`src/rtl/mac_alu_unit.sv`:
```
module mac_alu_unit #(
  parameter int DW    = 16,
  parameter int GUARD = 4,
  parameter int WSW   = 3
) (
  input  logic                    clk,
  input  logic                    rst_n,
  input  logic                    issue,
  input  logic [3:0]              func,
  input  logic [2:0]              xfer,
  input  logic                    dst_sel,
  input  logic                    src_sel,
  input  logic                    acc_t_sel,
  input  logic                    low_sel,
  input  logic                    in_cache,
  input  logic                    bank_hit,
  input  logic [WSW-1:0]          wait_states,
  input  logic                    cfg_we,
  input  logic                    cfg_keep_low,
  input  logic [DW-1:0]           xdata,
  input  logic [DW-1:0]           ydata,
  output logic                    mem_we,
  output logic [DW-1:0]           mem_wdata,
  output logic                    busy,
  output logic                    done,
  output logic [DW-1:0]           x_q,
  output logic [DW-1:0]           y_q,
  output logic [2*DW-1:0]         p_q,
  output logic [2*DW+GUARD-1:0]   a0_q,
  output logic [2*DW+GUARD-1:0]   a1_q,
  output logic                    flag_n,
  output logic                    flag_z,
  output logic                    flag_v,
  output logic                    flag_c
);
  localparam int PW = 2 * DW;
  localparam int AW = PW + GUARD;
  localparam int CW = WSW + 2;
  localparam int IW = 11;

  localparam logic [3:0] F_MPY = 4'd1, F_LDP = 4'd2, F_ADDP = 4'd3, F_SUBP = 4'd4,
                         F_LDY = 4'd5, F_ADDY = 4'd6, F_SUBY = 4'd7, F_AND = 4'd8,
                         F_OR = 4'd9, F_XOR = 4'd10, F_CMP = 4'd11, F_TST = 4'd12,
                         F_LDPM = 4'd13, F_ADDPM = 4'd14, F_SUBPM = 4'd15;
  localparam logic [2:0] T_DUAL = 3'd1, T_LDY = 3'd2, T_LDX = 3'd3, T_LDA = 3'd4,
                         T_STY = 3'd5, T_STA = 3'd6, T_MVY = 3'd7;

  logic [IW-1:0] ins_q, ins_live, ins;
  logic [CW-1:0] cnt_q, n_cyc;
  logic [1:0]    base;
  logic          busy_q, accept, last, keep_q;

  assign ins_live = {func, xfer, dst_sel, src_sel, acc_t_sel, low_sel};
  assign ins      = busy_q ? ins_q : ins_live;

  logic [3:0] f;
  logic [2:0] t;
  logic       dsel, ssel, tsel, lo;
  assign {f, t, dsel, ssel, tsel, lo} = ins;

  always_comb begin
    base = 2'd1;
    if (xfer == T_STY || xfer == T_STA) base = 2'd2;
    else if (xfer == T_DUAL && !in_cache) base = 2'd2;
  end

  assign n_cyc = CW'(base) + CW'(xfer == T_DUAL && bank_hit)
               + ((xfer != 3'd0 && xfer != T_MVY) ? CW'(wait_states) : CW'(0));

  assign accept = issue && !busy_q;
  assign last   = (accept && n_cyc == CW'(1)) || (busy_q && cnt_q == CW'(1));
  assign busy   = busy_q;
  assign done   = last;

  always_ff @(posedge clk or negedge rst_n) begin
    if (!rst_n) begin
      busy_q <= 1'b0;
      cnt_q  <= '0;
      ins_q  <= '0;
    end else if (accept) begin
      ins_q <= ins_live;
      if (n_cyc != CW'(1)) begin
        busy_q <= 1'b1;
        cnt_q  <= n_cyc - CW'(1);
      end
    end else if (busy_q) begin
      cnt_q <= cnt_q - CW'(1);
      if (cnt_q == CW'(1)) busy_q <= 1'b0;
    end
  end

  logic [AW-1:0] a_s, a_t, p_ext, y_ext, opnd, res;
  logic [AW:0]   sum;
  logic [DW-1:0] t_half;
  logic          do_sub, arith, wr_acc, upd_flags, mpy;

  assign a_s    = ssel ? a1_q : a0_q;
  assign a_t    = tsel ? a1_q : a0_q;
  assign p_ext  = {{GUARD{p_q[PW-1]}}, p_q};
  assign y_ext  = {{GUARD{y_q[DW-1]}}, y_q, {DW{1'b0}}};
  assign t_half = lo ? a_t[DW-1:0] : a_t[PW-1:DW];
  assign mpy    = (f == F_MPY) || (f == F_LDPM) || (f == F_ADDPM) || (f == F_SUBPM);
  assign sum    = {1'b0, a_s} + {1'b0, do_sub ? ~opnd : opnd} + {{AW{1'b0}}, do_sub};

  always_comb begin
    opnd      = p_ext;
    do_sub    = 1'b0;
    arith     = 1'b0;
    wr_acc    = 1'b1;
    upd_flags = 1'b1;
    res       = '0;
    case (f)
      F_LDP, F_LDPM:   res = p_ext;
      F_ADDP, F_ADDPM: arith = 1'b1;
      F_SUBP, F_SUBPM: begin arith = 1'b1; do_sub = 1'b1; end
      F_LDY:           res = y_ext;
      F_ADDY:          begin opnd = y_ext; arith = 1'b1; end
      F_SUBY:          begin opnd = y_ext; arith = 1'b1; do_sub = 1'b1; end
      F_CMP:           begin opnd = y_ext; arith = 1'b1; do_sub = 1'b1; wr_acc = 1'b0; end
      F_AND:           res = a_s & y_ext;
      F_TST:           begin res = a_s & y_ext; wr_acc = 1'b0; end
      F_OR:            res = a_s | y_ext;
      F_XOR:           res = a_s ^ y_ext;
      default:         begin wr_acc = 1'b0; upd_flags = 1'b0; end
    endcase
    if (arith) res = sum[AW-1:0];
  end

  logic [AW-1:0] a0_n, a1_n, ld_val;
  logic [DW-1:0] x_n, y_n;

  always_comb begin
    ld_val = lo ? {a_t[AW-1:DW], ydata}
                : {{GUARD{ydata[DW-1]}}, ydata, keep_q ? a_t[DW-1:0] : {DW{1'b0}}};
    a0_n = a0_q;
    a1_n = a1_q;
    if (wr_acc) begin
      if (dsel) a1_n = res;
      else      a0_n = res;
    end
    if (t == T_LDA) begin
      if (tsel) a1_n = ld_val;
      else      a0_n = ld_val;
    end
    x_n = (t == T_DUAL || t == T_LDX) ? xdata : x_q;
    y_n = y_q;
    if (t == T_DUAL || t == T_LDY) y_n = ydata;
    else if (t == T_MVY)           y_n = t_half;
  end

  assign mem_we    = last && (t == T_STY || t == T_STA);
  assign mem_wdata = (t == T_STA) ? t_half : y_q;

  always_ff @(posedge clk or negedge rst_n) begin
    if (!rst_n) begin
      a0_q   <= '0;
      a1_q   <= '0;
      p_q    <= '0;
      x_q    <= '0;
      y_q    <= '0;
      flag_n <= 1'b0;
      flag_z <= 1'b0;
      flag_v <= 1'b0;
      flag_c <= 1'b0;
      keep_q <= 1'b0;
    end else begin
      if (cfg_we) keep_q <= cfg_keep_low;
      if (last) begin
        a0_q <= a0_n;
        a1_q <= a1_n;
        x_q  <= x_n;
        y_q  <= y_n;
        if (mpy) p_q <= $signed(x_q) * $signed(y_q);
        if (upd_flags) begin
          flag_n <= res[AW-1];
          flag_z <= ~|res;
          flag_v <= ~(&res[AW-1:PW-1]) & (|res[AW-1:PW-1]);
          flag_c <= arith & sum[AW];
        end
      end
    end
  end
endmodule


```
`config.mk`:
```
export PLATFORM = sky130hd
export DESIGN_NAME = mac_alu_unit
export DESIGN_NICKNAME = d
export VERILOG_FILES = /design/src/rtl/mac_alu_unit.sv
export SDC_FILE = /design/constraint.sdc
export NUM_CORES = 1
export LEC_CHECK = 0
export BUFFER_PORTS_ARGS = -buffer_cell sky130_fd_sc_hd__buf_4
export CORE_MARGIN = 1
export CORE_UTILIZATION = 38
export DETAILED_ROUTE_END_ITERATION = 16
export SETUP_SLACK_MARGIN = 0.02
export SYNTH_ARGS = -nofsm -noshare
export SYNTH_HDL_FRONTEND = slang
export SYNTH_SLANG_ARGS = --single-unit
```
`constraint.sdc`:
```
create_clock -name clk -period 6 [get_ports clk]
set_input_delay 0.3 -clock clk [delete_from_list [all_inputs] [get_ports clk]]
set_output_delay 0.3 -clock clk [all_outputs]
set_load 0.005 [all_outputs]
```
Word level (Yosys, flattened, before mapping). Index checks and enable logic that the tools add are counted.

Register bits after elaboration: 158. Input port bits: 53. Output and inout port bits: 159. Logic and storage cells: 128.

Add/subtract/negate cells: 6. Multiply operators: 1. Equality and inequality tests: 30. Muxes and demuxes: 35. Bitwise operators: 7. Reduce and logical (&&, ||, !) cells: 36.

Operators by type and width (number): 2-to-1 mux 36 bit (14); one-hot mux 36 bit (5 select lines) (1); 2-to-1 mux 16 bit (5); adder 36 x 36 -> 37 bit (1); adder 37 x 1 -> 37 bit (1); AND 36 bit (1); inverter 36 bit (1); bitwise OR 36 bit (1); OR reduction 36 bit (1); bitwise XOR 36 bit (1); equality test 4 bit (second input constant) (8); multiplier 16 x 16 -> 32 bit (1); equality test 3 bit (second input constant) (6); equality test 4 x 3 -> 1 bit (second input constant) (4); 2-to-1 mux 5 bit (3); OR reduction 14 bit (1); OR reduction 12 bit (1); 2-to-1 mux 11 bit (1); AND reduction 2 bit (5); equality test 4 x 1 -> 1 bit (second input constant) (2); equality test 4 x 2 -> 1 bit (second input constant) (2); logical OR 1 bit (8); 2-to-1 mux 1 bit (8); logical AND 1 bit (7); other kinds (23) (31).

Depth between registers and ports, before layout.
Word-level depth: 13. Mapped depth: 28. Depth with buffers taken out: 26.

Worst setup path before layout. Ideal clock, no wire load.

Path type: reg2reg. From: register y_q[7]. To: register p_q[31]. Library setup time: 133 ps. Data arrival time: 6497 ps. Data required time: 5867 ps. Path slack: -630 ps. Cell stages (with the launch flop): 28. Path buffers: 2. Period minus slack after synthesis: 6630 ps. Path through: dfrtp_1 -> clkbuf_1 -> buf_1 -> nand2_1 -> fa_1 -> inv_1 -> fa_1 -> inv_1 -> fa_1 -> inv_1 -> fa_1 -> fa_1 -> inv_1 -> fa_1 -> inv_1 -> ha_1 -> a21o_1 -> a21oi_1 -> o21ai_0 -> a21o_1 -> a21oi_1 -> nand2_1 -> a31oi_1 -> o31ai_1 -> or4b_2 -> a31oi_1 -> xnor2_1 -> o21ai_0.

Longest elaborated chain between the ends: 1.

RTL lines: from (decl) (RTL line 27) `output logic [DW-1:0] y_q,`; from (signal assigned) (RTL line 172) `y_q <= y_n;`; multiplier 16 x 16 -> 32 bit (RTL line 173) `if (mpy) p_q <= $signed(x_q) * $signed(y_q);`; to (signal assigned) (RTL line 173); to (decl) (RTL line 28) `output logic [2*DW-1:0] p_q,`.

Every way passes these cells. A chain may end at the register's enable or synchronous reset.

Worst setup path in the final report.
From: register x_q[5]. To: register p_q[31].

Longest elaborated chain between the ends: 1.

RTL lines: from (decl) (RTL line 26) `output logic [DW-1:0] x_q,`; from (signal assigned) (RTL line 171) `x_q <= x_n;`; multiplier 16 x 16 -> 32 bit (RTL line 173).

Every way passes these cells.

==> reports/qor.txt <==
Outcome -> complete, but fails checks
Failing checks -> setup timing
Largest family of logic cells by synthesized area -> adder cells
Most frequent cell after synthesis -> inv_1
Initial antenna violation count -> 0
CP Capture Type -> register
Net count after synthesis -> 3072
Clk_lat worst skew -> 500 ps
CP required -> 6350 ps
DIE AREA -> 60100 um^2
Drt total wl -> 80.6 mm
Origin of the critical flop-to-flop path -> x_q[5]
Synth cell types -> 72
Layout cells sized above 1 -> 0.206
Synthesized area per cell -> 8.67 um^2
Sink Count -> 158
CP Data Arrival Time -> 6500 ps
Hold Crit Class -> input port to register
Worst Setup Start Kind -> register
Post-DR wirelength/cell -> 22.1 um
Core ar. -> 58000 um^2
IO Count -> 212
Number of global-route vias before repair -> 20700
GR Overflow Total -> 0
R2R setup slack -> -150 ps
Crit path kind -> register to register
Vias per inst -> 5.63
Buf/Inv on CP -> 5
Gate Count Post-Synth -> 2592
Worst Clk Skew -> 19.3 ps
DP HPWL -> 64.0 mm
Die Width -> 245 um
Final WS setup -> -149 ps
Pin count of the biggest net entering global routing -> 86
Top post-synthesis cells by area -> fa_1, dfrtp_1, ha_1
Pre-Repair DR Iteration Count -> 8
GRT Util Overall -> 0.269
XOR/XNOR share of the synthesized area -> 0.0327
Crit path max-delay family -> adder cells
EDFF count, synth -> 0
Synthesized flop and latch total -> 158
Slew headroom -> 0.169
Critical-path cell list -> buf_4, buf_4, and2_1, fa_1, fa_1, fa_1, fa_1, fa_1, inv_1, fa_1, inv_1, ha_4, a21oi_4, o21ai_2, a21o_1, a21oi_2, nand2_1, a31oi_1, buf_4, o31ai_4, or4b_4, a31oi_4, xnor2_1, o21ai_1
Die Ht -> 245 um
First-pass GRT wire length -> 123 mm
Post-Synth Simple-Gate Area -> 0.138
Area leader, netlist -> fa_1
Synth Area in Adders -> 0.326
Synth top area share -> 0.236
ANT nets after route -> 0
Final Max Tran Viols -> 0
Port bufs -> 211
DRC Markers -> 0
Mux contribution to synthesized area -> 0.0732
Total number of vias -> 20500
Synthesis Warnings -> 0
Initial Util -> 0.387
Max Clk Rate -> 0.163 GHz
Final Hold Fails -> 0
CTS tree -> built
Ant. Diodes -> 0
Final min period -> 6150 ps
Root buffer cell -> clkbuf_16
Slowest cell on crit path -> fa_1
Fin crit share -> 1.02
Worst Path Max Fanout -> 4
Initial DRC count -> 1983
Post-synth top cells -> inv_1, nand2_1, fa_1, a21oi_1, ha_1
Area Overhead vs Synth -> 20.1%
Num rows -> 88
Mapped cell area -> 22500 um^2
Slowest cell delay on critical path -> 550 ps
Primary FF master, synth -> dfrtp_1
Slew @ Worst Pin -> 1250 ps
Num CTS Buffers -> 17
Most used cell, CP -> fa_1
RSZ-0062 raised after global routing -> yes
Worst Hold Launch -> xdata[10]
CP startpoint -> x_q[5]
Max Cap Violations -> 0
Fraction of registers with async set or reset after synthesis -> 1.00
Nets@finish -> 3348
RD Place Congestion -> 0.949
Worst-path clk slew -> 70 ps
Seq/Total Area, Yosys -> 0.176
Finish-stage setup viols -> 3
Compound-Gate Fraction of Synth Area -> 0.170
Pre-CTS setup slack -> -310 ps
H-tree levels -> 4
Worst-case clock buffer depth -> 2
-- sequential cells by signal, summed over array words and instances (netlist names), 5 cells and up --
register  flops
a0_q         36
ins_q        11
x_q          16
y_q          16
p_q          32
a1_q         36
cnt_q         5
-- placed cells by master, fill, tap and decap left out, types with 54 or more instances in the layout --
| cell type | instances |
|---|---|
| inv_1 | 351 |
| fa_1 | 253 |
| mux2i_1 | 97 |
| nand2_1 | 276 |
| buf_4 | 384 |
| o21ai_0 | 121 |
| ha_1 | 155 |
| and2_1 | 126 |
| dfrtp_1 | 134 |
| a21oi_1 | 162 |
| xnor2_1 | 60 |
| mux2_2 | 54 |
| nor2_1 | 135 |
-- path summary, 6_finish.rpt --
| check | end | depth (start not counted) |
|---|---|---|
| max | p_q[31] | 24 |
| min | x_q[10] | 2 |
| max reg2reg | p_q[31] | 24 |
| min reg2reg | ins_q[6] | 2 |
| max in group asynchronous | ins_q[0] | 3 |
| min in group asynchronous | ins_q[6] | 2 |
-- layout make-up --
| type | count | area [um^2] |
|---|---|---|
| clock buffers | 19 | 443 |
| clock inverters | 13 | 169 |
| fillers | 5624 | 31000 |
| inverters | 359 | 1350 |
| multi-input cells | 1932 | 17000 |
| flip-flops and latches | 158 | 3990 |
| well taps | 765 | 957 |
| repair buffers | 400 | 3110 |
-- through the flow --
| step | util | instances | hold slack (ps) | setup TNS [ps] | area, um^2 |
|---|---|---|---|---|---|
| 5_1_grt | 0.465 | 3646 | 26.8 | -1710 | 27000 |
| 3_5_place_dp | 0.447 | 3592 | 448 | -1400 | 25900 |
| 6_report | 0.465 | 3646 | 43.5 | -316 | 27000 |
| 3_3_place_gp | 0.447 | 3592 | 436 | -758 | 25900 |
| 2_1_floorplan | - | 2592 | 4.41 | -68.9 | 22700 |
| 4_1_cts | 0.461 | 3636 | 13.0 | -280 | 26800 |
-- logic make-up (layout without fill, tap and decap cells) --
family / Yosys count / after routing
buffers and inverters: 503 / 791
AND/OR/NAND/NOR: 661 / 661
XOR/XNOR: 84 / 84
adder cells (fa/ha/maj): 427 / 427
flip-flops: 158 / 158
AO/OA/AOI/OAI: 604 / 605
multiplexers: 155 / 155
-- metal layers --
layer | global-route usage | vias to the layer above | share of wire
li1 | - | 9239 | -
met1 | 0.368 | 10300 | 0.43
met2 | 0.428 | 908 | 0.46
met3 | 0.0481 | 127 | 0.082
met4 | 0.0914 | 0 | 0.029
met5 | 0 | - | 0
-- repair_timing --
action / in CTS / in global routing
hold buffers: 1 / 0
gates cloned: 1 / 0
hold endpoints to repair: 84 / 0
resized for setup: 41 / 47
pin swaps: 14 / 14
endpoints found under the setup margin: 12 / 17
setup buffers: 10 / 10
Power is left out: the tool's default activity adds up to more than one toggle a clock period on the data nets, which glitch-free logic cannot reach.
